==> src/rtl/lcd_raster_timing.sv <==
module lcd_raster_timing #(
  parameter int CW = 12
) (
  input  logic        clk,
  input  logic        rst_n,
  input  logic        wr_en,
  input  logic [1:0]  wr_addr,
  input  logic [31:0] wr_data,
  input  logic [1:0]  rd_addr,
  output logic [31:0] rd_data,
  input  logic        pix_valid,
  output logic        pclk_en,
  output logic        hsync,
  output logic        vsync,
  output logic        de
);
  localparam logic [31:0] CFG_MASK = 32'h03F0_FFFF;
  localparam int DW = 8;

  logic          run, ctl_en, ctl_tft, done_q, uflow, slost;
  logic [31:0]   hreg, vreg, creg;
  logic [CW-1:0] hcnt, vcnt;
  logic [DW-1:0] divcnt;

  logic [CW-1:0] h_sw, h_bp, h_act, h_fp, h_as, h_fs, h_tot;
  logic [CW-1:0] v_sw, v_bp, v_act, v_fp, v_as, v_fs, v_tot;
  assign h_sw  = CW'(hreg[15:10]) + CW'(1);
  assign h_act = CW'(hreg[9:0])   + CW'(1);
  assign h_fp  = CW'(hreg[23:16]) + CW'(1);
  assign h_bp  = CW'(hreg[31:24]) + CW'(1);
  assign v_sw  = CW'(vreg[15:10]) + CW'(1);
  assign v_act = CW'(vreg[9:0])   + CW'(1);
  assign v_fp  = CW'(vreg[23:16]);
  assign v_bp  = CW'(vreg[31:24]);
  assign h_as  = h_sw + h_bp;
  assign h_fs  = h_as + h_act;
  assign h_tot = h_fs + h_fp;
  assign v_as  = v_sw + v_bp;
  assign v_fs  = v_as + v_act;
  assign v_tot = v_fs + v_fp;

  logic h_last, v_last;
  assign h_last = hcnt >= h_tot - CW'(1);
  assign v_last = vcnt >= v_tot - CW'(1);

  logic [DW-1:0] div_min, div_eff;
  assign div_min = ctl_tft ? DW'(2) : DW'(3);
  assign div_eff = (creg[DW-1:0] < div_min) ? div_min : creg[DW-1:0];
  assign pclk_en = run && (divcnt >= div_eff - DW'(1));

  logic ctl_wr, en_next, start;
  assign ctl_wr  = wr_en && (wr_addr == 2'd0);
  assign en_next = ctl_wr ? wr_data[0] : ctl_en;
  assign start   = !run && ctl_wr && wr_data[0];

  logic hs_raw, vs_raw, de_raw;
  assign hs_raw = hcnt < h_sw;
  assign vs_raw = vcnt < v_sw;
  assign de_raw = (hcnt >= h_as) && (hcnt < h_fs) && (vcnt >= v_as) && (vcnt < v_fs);

  assign hsync = run && (hs_raw ^ creg[20]);
  assign vsync = run && (vs_raw ^ creg[21]);
  assign de    = run && (de_raw ^ creg[22]);

  always_ff @(posedge clk) begin
    if (!rst_n) begin
      run <= 1'b0;  hcnt <= '0;  vcnt <= '0;  divcnt <= '0;
      ctl_en <= 1'b0;  ctl_tft <= 1'b0;
      hreg <= '0;  vreg <= '0;  creg <= '0;
      done_q <= 1'b0;  uflow <= 1'b0;  slost <= 1'b0;
    end else begin
      if (start) begin
        run <= 1'b1;  hcnt <= '0;  vcnt <= '0;  divcnt <= '0;
      end else if (run) begin
        if (pclk_en) begin
          divcnt <= '0;
          if (h_last) begin
            hcnt <= '0;
            if (v_last) begin
              vcnt <= '0;
              if (!en_next) begin
                run    <= 1'b0;
                done_q <= 1'b1;
              end
            end else begin
              vcnt <= vcnt + CW'(1);
            end
          end else begin
            hcnt <= hcnt + CW'(1);
          end
        end else begin
          divcnt <= divcnt + DW'(1);
        end
      end
      if (pclk_en && de_raw && !pix_valid) uflow <= 1'b1;
      if (wr_en) begin
        case (wr_addr)
          2'd0: begin
            ctl_en  <= wr_data[0];
            ctl_tft <= wr_data[1];
            if (wr_data[0]) done_q <= 1'b0;
            else begin
              uflow <= 1'b0;
              slost <= 1'b0;
            end
          end
          2'd1: begin
            hreg <= wr_data;
            if (run) slost <= 1'b1;
          end
          2'd2: begin
            vreg <= wr_data;
            if (run) slost <= 1'b1;
          end
          default: creg <= wr_data & CFG_MASK;
        endcase
      end
    end
  end

  always_comb begin
    case (rd_addr)
      2'd0:    rd_data = {21'd0, slost, uflow, done_q, 6'd0, ctl_tft, ctl_en};
      2'd1:    rd_data = hreg;
      2'd2:    rd_data = vreg;
      default: rd_data = creg;
    endcase
  end

  a_r5_pclk_spacing: assert property (@(posedge clk) disable iff (!rst_n)
    pclk_en |=> !pclk_en);
  a_r6_start_runs: assert property (@(posedge clk) disable iff (!rst_n)
    start |=> (run && hsync == !creg[20] && vsync == !creg[21]));
  a_r7_stop_sets_done: assert property (@(posedge clk) disable iff (!rst_n)
    $fell(run) |-> done_q);
  a_r7_stop_at_frame_end: assert property (@(posedge clk) disable iff (!rst_n)
    $fell(run) |-> $past(pclk_en && h_last && v_last));
  a_r7_idle_quiet: assert property (@(posedge clk) disable iff (!rst_n)
    !run |-> !(hsync || vsync || de || pclk_en));
  a_r8_uflow_sticky: assert property (@(posedge clk) disable iff (!rst_n)
    (uflow && !(ctl_wr && !wr_data[0])) |=> uflow);
  a_r9_slost_sticky: assert property (@(posedge clk) disable iff (!rst_n)
    (slost && !(ctl_wr && !wr_data[0])) |=> slost);
endmodule

==> config.mk <==
export PLATFORM = sky130hd
export DESIGN_NAME = lcd_raster_timing
export DESIGN_NICKNAME = d
export VERILOG_FILES = /design/src/rtl/lcd_raster_timing.sv
export SDC_FILE = /design/constraint.sdc
export NUM_CORES = 1
export LEC_CHECK = 0
export CAP_MARGIN = 20
export CORE_UTILIZATION = 35
export CTS_BUF_LIST = sky130_fd_sc_hd__clkbuf_2
export DETAILED_ROUTE_END_ITERATION = 12
export SLEW_MARGIN = 20
export SYNTH_ARGS = -nofsm -noshare
export SYNTH_HDL_FRONTEND = slang
export SYNTH_SLANG_ARGS = --single-unit
==> constraint.sdc <==
create_clock -name clk -period 12.3 [get_ports clk]
set_input_delay 3.69 -clock clk [delete_from_list [all_inputs] [get_ports clk]]
set_output_delay 3.69 -clock clk [all_outputs]
set_load 0.02 [all_outputs]
; ---- Word-level counts from Yosys, hierarchy flattened
; Index checks and enable logic that the tools add are counted.
[op_classes]
addsub = 18
n_lt_le_gt_ge = 10
eq_ne = 6
n_mux = 29
bitwise_logic = 5
n_reduce_logical = 27
[op_table]
columns = cell, n
row1 = $pmux 32 s3, 1
row2 = $add 12x1->12 const B, 2
row3 = $ge 12x12->1, 2
row4 = $lt 12x12->1, 2
row5 = $lt 12x7->1, 2
row6 = $mux 12, 2
row7 = $sub 12x1->12 const B, 2
row8 = $mux 1, 23
row9 = $add 10x1->11 const B, 2
row10 = $add 8x1->9 const B, 2
row11 = $mux 8, 2
row12 = $add 6x1->7 const B, 2
row13 = $add 10x11->12, 1
row14 = $add 12x8->12, 1
row15 = $add 12x9->12, 1
row16 = $add 9x11->12, 1
row17 = $ge 12x10->1, 1
row18 = $ge 12x9->1, 1
row19 = $logic_and 1x1->1, 12
row20 = $add 7x9->10, 1
row21 = $reduce_and 2->1, 5
row22 = $add 7x8->9, 1
row23 = $add 8x1->8 const B, 1
row24 = $ge 8x8->1, 1
row25 = other kinds (16), 24
[totals]
register_bits = 124
inputBits = 40
output_inout_bits = 36
elab_cells = 107

; ---- Longest topological paths before layout
; Gate-level depths: netlist of the first run.
[depth]
word_depth = 14
depth_mapped = 28
mapped_depth_nobuf = 27

; ---- Worst setup path after synthesis of the first run
; Ideal clock, no wire load.
[synth_path]
kind = input-to-output
from = in rd_addr[0]
to = out rd_data[12]
arrival_time_ns = 4.981
required_time_ns = 8.610
setup_slack_ns = 3.629
cell_stages = 5
n_path_buf = 3
cell_sequence = clkbuf_1 -> nor2b_1 -> clkbuf_1 -> clkbuf_1 -> a22o_1
[synth_via]
elab_chain_cells = 2
[synth_rtl]
columns = item, line
row1 = "start, declared", 9  ; input logic [1:0] rd_addr,
row2 = "$eq 2x2->1, or another cell as far along", 122  ; case (rd_addr)
row3 = $pmux 32 s3 (*), 122
row4 = "end, declared", 10  ; output logic [31:0] rd_data,
; Every way passes the cells marked *; elsewhere a longest branch is shown, timed or not.

; ---- Worst setup path after layout of the first run
[layout_path]
from = reg hreg[10]
to = out de
[layout_via]
elab_chain_cells = 9
[layout_rtl]
columns = item, line
row1 = "start, declared", 21  ; logic [31:0] hreg, vreg, creg;
row2 = "start signal, assigned", 108  ; hreg <= wr_data;
row3 = $add 6x1->7 (*), 27  ; assign h_sw = CW'(hreg[15:10]) + CW'(1);
row4 = $add 7x9->10 (*), 35  ; assign h_as = h_sw + h_bp;
row5 = $add 10x11->12, 36  ; assign h_fs = h_as + h_act;
row6 = $lt 12x12->1, 59  ; assign de_raw = (hcnt >= h_as) && (hcnt < h_fs) && (vcnt >= v_as) && (vcnt < v_fs);
row7 = $logic_and 1x1->1 (*) (3 in a row), 59
row8 = $xor 1x1->1 (*), 63  ; assign de = run && (de_raw ^ creg[22]);
row9 = $logic_and 1x1->1 (*), 63
row10 = "end, declared", 15  ; output logic de
; Marks and branches as above.

==> results of run 1 <==
## final timing paths
check | end | start | slack, ns | depth (start not counted)
worst max-delay path | de | hreg[10] | 1.88 | 22
worst min-delay path | creg[24] | creg[24] | 0.47 | 2
worst min register to register | creg[24] | creg[24] | 0.47 | 2
worst max register to register | vcnt[6] | hreg[10] | 5.80 | 26
## sequential cells by signal, indices dropped and copies added (netlist names)
name / flops
slost: 1
ctl_en: 1
creg: 22
run: 1
ctl_tft: 1
hcnt: 12
vreg: 32
vcnt: 12
done_q: 1
divcnt: 8
uflow: 1
hreg: 32
## power groups by stage
stage                     clock network (mW)  logic [mW]  registers, mW
after CTS                              0.325       0.266          0.428
after floorplan                            0       0.191          0.427
after detailed placement                   0       0.263          0.435
after global routing                   0.343       0.301          0.429
final                                  0.317       0.266          0.428
after global placement                     0       0.258          0.436
## placed cells by master, fill, tap and decap left out, drive strengths merged, types with 6 or more instances in the layout
cell type	Yosys	final
xnor2	33	33
xor2	49	49
and3	15	15
a21oi	139	139
buf	5	11
clkbuf	41	17
o21a	14	14
a21o	25	25
fa	6	6
nand2b	18	18
mux2	15	15
o21bai	7	7
nor2b	13	13
o2111ai	6	6
a22o	27	27
nand2	212	212
o21ai	33	33
clkdlybuf4s50	0	75
nor4	7	7
ha	150	150
inv	96	106
nand4	14	14
dfxtp	124	124
a211oi	8	8
nand3	27	27
nor2	53	53
nor3	12	12
## layer usage
layer	vias to the layer above	share of wire [%]	global-route usage, %
met5	-	0	0
met4	0	1.4	5.53
met3	28	6.3	3.88
met2	280	43	33.1
met1	4148	49	31.1
li1	4361	-	-
## cells by family (layout without fill, tap and decap cells)
family	after synthesis	count (layout)	share of synthesized area (%)
flops	124	124	25.4
simple gates	399	399	18.6
other cells	1	2	0.0384
xor+xnor	83	83	7.62
compound gates	290	290	18.7
buf+inv	142	214	5.72
mux	24	24	3.30
fa+ha+maj	157	157	20.6
## critical path: stages, from the launching register on
cell and delay (ns):
dfxtp_1 0.55, ha_1 0.27, xor2_1 0.25, ha_1 0.31, a21o_1 0.19, a21oi_1 0.18, o21bai_1 0.11, xor2_1 0.17
ha_1 0.33, or2_2 0.32, a21oi_1 0.14, a21oi_1 0.09, a311oi_1 0.36, xor2_1 0.28, ha_1 0.31, o2111a_1 0.24
nand4_1 0.10, a21oi_1 0.05, nor4_1 0.35, and4_2 0.27, o41a_1 0.20, mux2i_1 0.29, clkdlybuf4s50_1 0.65
## stage by stage
step / power, mW / instances
2_1_floorplan: 0.618 / 1220
3_3_place_gp: 0.693 / 1632
3_5_place_dp: 0.698 / 1632
4_1_cts: 1.02 / 1664
5_1_grt: 1.07 / 1665
6_report: 1.01 / 1665
## final cells by class
type	instances	area [sq um]
fill	2854	16000
multi-input combinational	954	6720
sequential	124	2480
timing repair buffer	86	833
tap	372	465
inverter	96	360
clock inverter	15	199
clock buffer	17	85.1
antenna	1	2.50
## Yosys cell counts, types with 5 or more instances
cell	number	area share, %
nand2_1	212	8.2
ha_1	150	19
a21oi_1	137	7.0
dfxtp_1	124	25
inv_1	96	3.7
nor2_1	53	2.0
xor2_1	49	4.4
clkbuf_1	40	1.5
xnor2_1	33	3.0
o21ai_0	32	1.6
a22o_1	27	2.4
nand3_1	27	1.4
a21o_1	25	1.9
nand2b_1	18	1.2
and3_1	15	0.96
mux2_2	15	1.7
nand4_1	14	0.90
o21a_1	14	1.1
nor2b_1	13	0.83
nor3_1	12	0.62
a211oi_1	8	0.62
nor4_1	7	0.45
o21bai_1	7	0.54
fa_1	6	1.2
mux4_2	5	1.2
o2111ai_1	5	0.45
or2_2	5	0.32
or4_1	5	0.38
==> summary.md, run 1 <==
| Metric | Value |
|---|---|
| Status | finished, final reports clean |
| CTS Hold Bufs | 0 |
| H-tree levels | 4 |
| Post-route ant nets | 0 |
| Post-Syn Area per Cell | 8.00 sq um |
| Sw Share | 35.4% |
| Reg clk slew, reported paths | 0.23 ns |
| Clock share of power | 31.4% |
| # port buffers | 75 |
| Skew-Pair Late Insertion Delay | 0.76 ns |
| End-of-flow core utilization | 41.0% |
| Initial core utilization | 35.9% |
| Clock tree sinks | 124 |
| Initial DRC Count | 730 |
| FMAX | 95.9 MHz |
| Critical Path Fanout Max | 7 |
| Period utilization | 84.7% |
| HP Class | flip-flop to flip-flop |
| CTS buffer count | 17 |
| Total track usage | 21.7% |
| Switch Pwr | 0.358 mW |
| Vias in the first global route | 8,267 |
| Slew margin rel. | 22.6% |
| TNS Setup | 0 ns |
| Global-route wire length before repair | 47,000 um |
| Logic gate share of total power | 26.3% |
| Pre-CTS WS | 2.22 ns |
| Hold Vio Cnt, Final | 0 |
| Fin nets | 1,475 |
| Layout area overhead | 14.2% |
| Layout cells sized above 1 | 6.27% |
| CTS resizes | 0 |
| Clk buf depth | 2 |
| Warnings from Yosys | 0 |
| Hold Slack | 0.471 ns |
| Worst vdd ir | 0.0631 mV |
| Post-Syn Nets | 1,416 |
| Die height | 169 um |
| Core area | 27,200 sq um |
| Flop pwr share | 42.3% |
| Synth unique cells | 67 |
| Post-Synthesis Cell Area | 9760 sq um |
| Final worst path period need | 10.42 ns |
| Final instance area | 11,100 sq um |
| Crit start category | flip-flop |
| Post-CTS Setup Repair Bufs | 0 |
| Max cap viols | 0 |
| Routed vias/inst | 5.30 |
| Final WS setup | 1.88 ns |
| Clock Skews | 0.0556 ns |
| Main synth FF type | dfxtp_1 |
| First-pass DRT Iterations | 5 |
| Initial antenna violation count | 1 |
| Pin count of the biggest net entering global routing | 93 |
| Unrepaired setup endpoints after global routing | no |
| Hpwl dp | 23,100 um |
| Clk root buf | clkbuf_2 |
| Mapped Cells | 1,220 |
| Kind of critical path | flip-flop to primary output |
| Sequential area share after synthesis | 25.4% |
| WP data required | 8.61 ns |
| Pwr Density | 90.7 nW/um^2 |
| Yosys reg bits | 124 |
| GRT overflow | 0 |
| Slew at the pin closest to its max-slew limit | 1.16 ns |
| Die X | 169 um |
| Routed wire length | 30,200 um |
| I/O pin count | 76 |
| Pins over their slew limit | 0 |
| Vias | 8,817 |
| Crit end category | primary output |
| Lkg Pwr | 4.90 nW |
| Detailed-route DRC error count | 0 |
| Post-synth EDFFs | 0 |
| Final setup vio count | 0 |
| GP Congestion | 0.906 |
| Area of the die | 28,500 sq um |
| CP arrival | 6.73 ns |
| DP Area | 10,900 sq um |
| Synth async-reset ratio | 0% |
| CTS tree | done |
| Routed WL per cell | 18.2 um |
| Site row count | 60 |
| Internal power | 0.653 mW |
Note: power is estimated with default switching activity, not from simulation.
==> run 2, diff against run 1 <==
clock period = 8.93 ns   (was 12.3 ns; I/O delays follow)
==> run 2 against run 1 <==
  * First-iteration DRC count is 3.0% lower
  * Global-route usage is 0.86 points lower
  * Total power is 29% higher
  * Via count is 0.35% lower
  * Sequential power is 37% higher
  * Register-to-register slack worse by 3.2 ns
  * Critical path depth stayed put
  * Worst hold slack worse by 0.00071 ns
  * Cell count is 0.30% higher
==> summary.md, run 2 (synthesis gave the netlist of run 1 again) <==
| Metric | Value |
|---|---|
| Post-route ant nets | 0 (unchanged) |
| First-pass DRT Iterations | 5 (unchanged) |
| WP data required | 6.25 ns (was 8.61 ns) |
| Die X | 169 um (unchanged) |
| Critical Path Fanout Max | 5 (was 7) |
| Skew-Pair Late Insertion Delay | 0.74 ns (was 0.76 ns) |
| Hpwl dp | 22,600 um (was 23,100 um) |
| Final instance area | 11,100 sq um (about the same) |
| Kind of critical path | flip-flop to primary output (unchanged) |
| Core area | 27,200 sq um (unchanged) |
| Detailed-route DRC error count | 0 (unchanged) |
| H-tree levels | 4 (unchanged) |
| Slew at the pin closest to its max-slew limit | 1.11 ns (was 1.16 ns) |
| Hold Slack | 0.470 ns (was 0.471 ns) |
| Area of the die | 28,500 sq um (unchanged) |
| Most frequent cells in the layout | nand2_1 (212), ha_1 (150), a21oi_1 (136) (was nand2_1 (212), ha_1 (150), a21oi_1 (137)) |
| Critical path buffer and inverter count | 1 (unchanged) |
| Busiest layer in global routing | met2 (unchanged) |
| Routed vias/inst | 5.26 (was 5.30) |
| HP Class | flip-flop to flip-flop (unchanged) |
| Worst vdd ir | 0.0653 mV (was 0.0631 mV) |
| GP Congestion | 0.903 (was 0.906) |
| CP max stage delay | 0.41 ns (was 0.65 ns) |
| Pwr Density | 117 nW/um^2 (was 90.7 nW/um^2) |
| Met1 usage | 29.3% (was 31.1%) |
| Total track usage | 20.8% (was 21.7%) |
| CTS tree | done (unchanged) |
| Pins over their slew limit | 0 (unchanged) |
| Routed wire length | 29,700 um (was 30,200 um) |
| TNS Setup | 0 ns (unchanged) |
| Met3 usage | 4.00% (was 3.88%) |
| GRT overflow | 0 (unchanged) |
| Slew margin rel. | 25.5% (was 22.6%) |
| Clk buf depth | 2 (unchanged) |
| Final setup vio count | 0 (unchanged) |
| Initial antenna violation count | 2 (was 1) |
| Total power | 1.31 mW (was 1.01 mW) |
| Routed WL per cell | 17.8 um (was 18.2 um) |
| End-of-flow core utilization | 41.0% (about the same) |
| Fin nets | 1,480 (was 1,475) |
| Clock Skews | 0.0413 ns (was 0.0556 ns) |
| Hold Vio Cnt, Final | 0 (unchanged) |
| Layout cells sized above 1 | 7.02% (was 6.27%) |
| Vias in the first global route | 8,010 (was 8,267) |
| Die height | 169 um (unchanged) |
| Cell family with most CP delay | compound AO/OA/AOI/OAI gates (unchanged) |
| CP arrival | 5.97 ns (was 6.73 ns) |
| Clk root buf | clkbuf_2 (unchanged) |
| Leading cell type in the layout, fill and taps excluded | nand2_1 (unchanged) |
| Initial DRC Count | 708 (was 730) |
| Global-route wire length before repair | 45,400 um (was 47,000 um) |
| CTS Hold Bufs | 0 (unchanged) |
| Clock tree sinks | 124 (unchanged) |
| Period utilization | 96.8% |
| Crit end category | primary output (unchanged) |
| Pin count of the biggest net entering global routing | 93 (unchanged) |
| Layout area overhead | 14.2% (about the same) |
| Max cap viols | 0 (unchanged) |
| Status | finished, final reports clean (unchanged) |
| Initial core utilization | 35.9% (unchanged) |
| FMAX | 116 MHz |
| I/O pin count | 76 (unchanged) |
| Site row count | 60 (unchanged) |
| # port buffers | 75 (unchanged) |
| DP Area | 10,900 sq um (about the same) |
| Reg clk slew, reported paths | 0.22 ns (was 0.23 ns) |
| CTS buffer count | 17 (unchanged) |
| Critical Path, Cell by Cell | ha_1, ha_1, a21o_1, a21o_1, a21oi_1, o21bai_1, xor2_1, ha_1, or2_2, a21oi_1, a21oi_1, a311oi_1, xor2_1, ha_1, o2111a_1, nand4_1, a21oi_1, nor4_2, and4_2, o41a_1, mux2i_2, buf_4 (was ha_1, xor2_1, ha_1, a21o_1, a21oi_1, o21bai_1, xor2_1, ha_1, or2_2, a21oi_1, a21oi_1, a311oi_1, xor2_1, ha_1, o2111a_1, nand4_1, a21oi_1, nor4_1, and4_2, o41a_1, mux2i_1, clkdlybuf4s50_1) |
| CP max-delay cell | dfxtp_4 (was clkdlybuf4s50_1) |
| Crit start category | flip-flop (unchanged) |
| Vias | 8,786 (was 8,817) |
| Met2 Usage GRT | 32.8% (was 33.1%) |
| Final worst path period need | 8.64 ns |
| Largest regs | hreg (32), vreg (32), creg (22) (unchanged) |
| Lkg Pwr | 4.90 nW (about the same) |
[run 2: changes by cell type in the layout (fill, tap and decap cells not counted), moves of 2 or more]
cell       before  now
buf_4          11   16
inv_6           8    6
bufinv_16       3    0
dfxtp_1       124  122
[run 2: worst reg2reg max path: stages (launching register included)]
cell and delay [ns]:
dfxtp_1 0.53, ha_1 0.33, ha_1 0.29, a21o_1 0.16
a21oi_1 0.22, o21bai_1 0.09, a21oi_1 0.23, o21bai_1 0.10
a21oi_1 0.19, xnor2_1 0.19, ha_1 0.33, o21a_1 0.14
o21a_1 0.17, or2_2 0.33, ha_1 0.36, nand2_1 0.07
o21ai_0 0.26, xnor2_1 0.16, ha_1 0.26, a211o_1 0.28
a211oi_1 0.21, o21ai_0 0.15, a221oi_1 0.54, o21ai_1 0.42
a21oi_1 0.21
[run 2: layout make-up]
class	instances	area, sq um
fill	2869	16000
multi-input combinational	954	6730
sequential	124	2490
timing repair buffer	91	881
tap	372	465
inverter	96	360
clock inverter	15	128
clock buffer	17	85.1
antenna	1	2.50
[run 2: what timing repair did]
| action | CTS | global route |
|---|---|---|
| pin swaps | 0 | 5 |
| setup buffers | 0 | 5 |
| resized for setup | 3 | 8 |
| setup endpoints to repair | 1 | 1 |
[run 2: routing by layer]
metal / share of wire (%) / vias up
met1: 47 / 4100
met4: 1.1 / 0
met2: 44 / 303
li1: - / 4363
met5: 0 / -
met3: 7.1 / 20
[run 2: final timing paths]
path	slack, ns	start	cells after the start	end
worst max-delay path	0.29	hreg[10]	22	de
worst min register to register	0.47	creg[23]	2	creg[23]
worst max register to register	2.60	vreg[10]	24	vcnt[7]
worst min-delay path	0.47	creg[23]	2	creg[23]
[run 2: per-stage QoR]
stage | worst slack [ns] | cells
final | 0.286 | 1670
after global routing | -0.0675 | 1670
after CTS | 0.00852 | 1664
after detailed placement | 0.561 | 1632
after global placement | 0.620 | 1632
after floorplan | 1.51 | 1220
[run 2: where the power goes]
part | switching (mW) | total, mW | leakage (nW) | internal (mW)
combinational | 0.206 | 0.371 | 3.76 | 0.165
sequential | 0.0186 | 0.587 | 1.01 | 0.568
clock | 0.267 | 0.351 | 0.130 | 0.0835
==> run 3, diff against run 2 <==
CORE_ASPECT_RATIO = 1.25   (was not set)
CORE_UTILIZATION = 56   (was 35)
HOLD_SLACK_MARGIN = 0.02   (was not set)
PLACE_DENSITY = 0.8   (was not set)
==> run 3 against run 2 <==
  * Global-route usage rose by 11 points
  * Highest routed layer unchanged
  * Clock-buffer cell count stayed put
  * Cell count shrank 9.1%
  * Largest power group unchanged
==> summary.md, run 3 (synthesis gave the netlist of run 1 again) <==
| Metric | Value |
|---|---|
| Met2 WL | 12,700 um (was 13,200 um) |
| Final setup vio count | 0 (unchanged) |
| Final worst path period need | 8.63 ns (was 8.64 ns) |
| Critical Path, Cell by Cell | ha_1, ha_1, a21o_1, a21oi_1, o21bai_1, a21oi_1, xnor2_1, ha_1, a21oi_2, nor2b_1, o21a_1, o21a_1, o21ai_0, ha_1, or2b_2, a21oi_1, nand4_1, and4_2, o41a_1, mux2i_1, clkbuf_2 (was ha_1, ha_1, a21o_1, a21o_1, a21oi_1, o21bai_1, xor2_1, ha_1, or2_2, a21oi_1, a21oi_1, a311oi_1, xor2_1, ha_1, o2111a_1, nand4_1, a21oi_1, nor4_2, and4_2, o41a_1, mux2i_2, buf_4) |
| Sw Share | 36.1% (was 37.6%) |
| Pin count of the biggest net entering global routing | 92 (was 93) |
| Final WS setup | 0.304 ns (was 0.286 ns) |
| Detailed-route DRC error count | 0 (unchanged) |
| Crit start category | flip-flop (unchanged) |
| Leading cell type in the layout, fill and taps excluded | nand2_1 (unchanged) |
| First-pass DRT Iterations | 6 (was 5) |
| Area of the die | 18,000 sq um (was 28,500 sq um) |
| Die height | 150 um (was 169 um) |
| Slew margin rel. | 32.7% (was 25.5%) |
| Lkg Pwr | 4.90 nW (about the same) |
| Worst vdd ir | 0.110 mV (was 0.0653 mV) |
| Most frequent cells in the layout | nand2_1 (212), ha_1 (150), a21oi_1 (137) (was nand2_1 (212), ha_1 (150), a21oi_1 (136)) |
| Vias in the first global route | 8,513 (was 8,010) |
| CTS tree | done (unchanged) |
| FMAX | 116 MHz (about the same) |
| Initial DRC Count | 569 (was 708) |
| Critical path buffer and inverter count | 1 (unchanged) |
| Vias | 8,991 (was 8,786) |
| Core area | 16,900 sq um (was 27,200 sq um) |
| Total track usage | 31.3% (was 20.8%) |
| Status | finished, final reports clean (unchanged) |
| Slew at the pin closest to its max-slew limit | 1.01 ns (was 1.11 ns) |
| Skew-Pair Late Insertion Delay | 0.75 ns (was 0.74 ns) |
| Fin nets | 1,480 (unchanged) |
| Hpwl dp | 21,000 um (was 22,600 um) |
| Routed wire length | 27,300 um (was 29,700 um) |
| Logic gate share of total power | 27.6% (was 28.3%) |
| Reg clk slew, reported paths | 0.22 ns (about the same) |
| Initial antenna violation count | 1 (was 2) |
| DR WL met3 | 1820 um (was 2110 um) |
| I/O pin count | 76 (unchanged) |
| # port buffers | 75 (unchanged) |
| Cells after DPL | 1,484 (was 1,632) |
| Clock tree sinks | 124 (unchanged) |
| Die X | 120 um (was 169 um) |
| CTS buffer count | 17 (unchanged) |
| Unrepaired setup endpoints after global routing | no |
| Clk root buf | clkbuf_2 (unchanged) |
| CP max-delay cell | dfxtp_1 (was dfxtp_4) |
| TNS Setup | 0 ns (unchanged) |
| Site row count | 53 (was 60) |
| CP max stage delay | 0.56 ns (was 0.41 ns) |
| Hold Vio Cnt, Final | 0 (unchanged) |
| Period utilization | 96.6% (was 96.8%) |
| Initial core utilization | 57.7% (was 35.9%) |
| Clk buf depth | 2 (unchanged) |
| Worst path most repeated cell | ha_1 |
| Routed vias/inst | 5.92 (was 5.26) |
| GP Congestion | 0.922 (was 0.903) |
| Critical Path Fanout Max | 7 (was 5) |
| Pwr Density | 120 nW/um^2 (was 117 nW/um^2) |
| WP data required | 6.25 ns (about the same) |
| Largest regs | hreg (32), vreg (32), creg (22) (unchanged) |
| CP arrival | 5.95 ns (was 5.97 ns) |
| Layout area overhead | 12.3% (was 14.2%) |
| Post-Route M1 WL | 11,400 um (was 14,100 um) |
| H-tree levels | 4 (unchanged) |
| Max cap viols | 0 (unchanged) |
| Switch Pwr | 0.475 mW (was 0.492 mW) |
| CTS Hold Bufs | 0 (unchanged) |
| HP Class | flip-flop to flip-flop (unchanged) |
| Pre-CTS WS | 0.541 ns (was 0.561 ns) |
| Flop pwr share | 44.5% (was 44.8%) |
| Cell family with most CP delay | compound AO/OA/AOI/OAI gates (unchanged) |
| Final cell count without fillers | 1,518 (was 1,670) |
| Pins over their slew limit | 0 (unchanged) |
| Clock Skews | 0.0325 ns (was 0.0413 ns) |
| Kind of critical path | flip-flop to primary output (unchanged) |
| Global-route wire length before repair | 43,600 um (was 45,400 um) |
| Layout cells sized above 1 | 7.02% (unchanged) |
| GRT overflow | 0 (unchanged) |
| Internal power | 0.842 mW (was 0.816 mW) |
| Post-route ant nets | 0 (unchanged) |
| Routed WL per cell | 18.0 um (was 17.8 um) |
| Top Metal Used | met4 (unchanged) |
| Crit end category | primary output (unchanged) |
| Clock share of power | 27.9% (was 26.8%) |
-- run 3: worst paths after layout --
check	start	slack [ns]	depth (start not counted)	end
worst max-delay path	vreg[10]	0.30	21	de
worst min-delay path	creg[8]	0.47	2	creg[8]
worst max register to register	hreg[10]	2.66	26	vcnt[0]
worst min register to register	creg[8]	0.47	2	creg[8]
-- run 3: worst register-to-register path, stage by stage (launching register included) --
cell and delay (ns):
dfxtp_2 0.40, ha_1 0.36, ha_1 0.29, a21o_1 0.18
a21o_1 0.19, a21oi_1 0.16, o21bai_1 0.11, xor2_1 0.17
ha_1 0.33, or2_2 0.32, a21oi_1 0.14, a21oi_1 0.10
xor2_1 0.19, ha_1 0.38, nand2_1 0.07, o21ai_0 0.39
nand2_1 0.10, o211a_1 0.25, ha_1 0.29, nand4_1 0.12
nor2_1 0.13, nor2_1 0.05, o211ai_1 0.07, buf_4 0.23
nand2_1 0.22, o21ai_1 0.80, nor2_1 0.12
-- run 3: power by group through the flow --
stage	clock network (mW)	logic, mW	registers [mW]
5_1_grt	0.395	0.411	0.588
3_5_place_dp	0	0.359	0.597
6_report	0.367	0.364	0.586
2_1_floorplan	0	0.262	0.589
4_1_cts	0.371	0.361	0.586
3_3_place_gp	0	0.347	0.596
-- run 3: cell type report --
type,count,area [sq um]
antenna,1,2.50
multi-input combinational,954,6730
tap,220,275
clock buffer,17,85.1
timing repair buffer,91,866
clock inverter,15,153
inverter,96,360
sequential,124,2480
fill,1516,5950
-- run 3: metrics by stage --
step	hold slack, ns	power (mW)	util, %	cell area [sq um]
after floorplan	0.433	0.851	-	9760
after global placement	0.438	0.943	63.3	10700
after detailed placement	0.444	0.956	63.3	10700
after CTS	0.467	1.32	64.7	10900
after global routing	0.494	1.39	64.8	11000
final	0.468	1.32	64.8	11000
-- run 3: timing repair --
action / 4_1_cts / 5_1_grt
gates cloned: 0 / 0
resized for setup: 2 / 5
setup buffers: 0 / 1
setup endpoints to repair: 1 / 1
-- run 3: routing by layer --
metal	up-vias	track usage, %
met5	-	0
met4	0	17.6
met3	78	4.04
met2	345	52.3
met1	4188	38.8
li1	4380	-
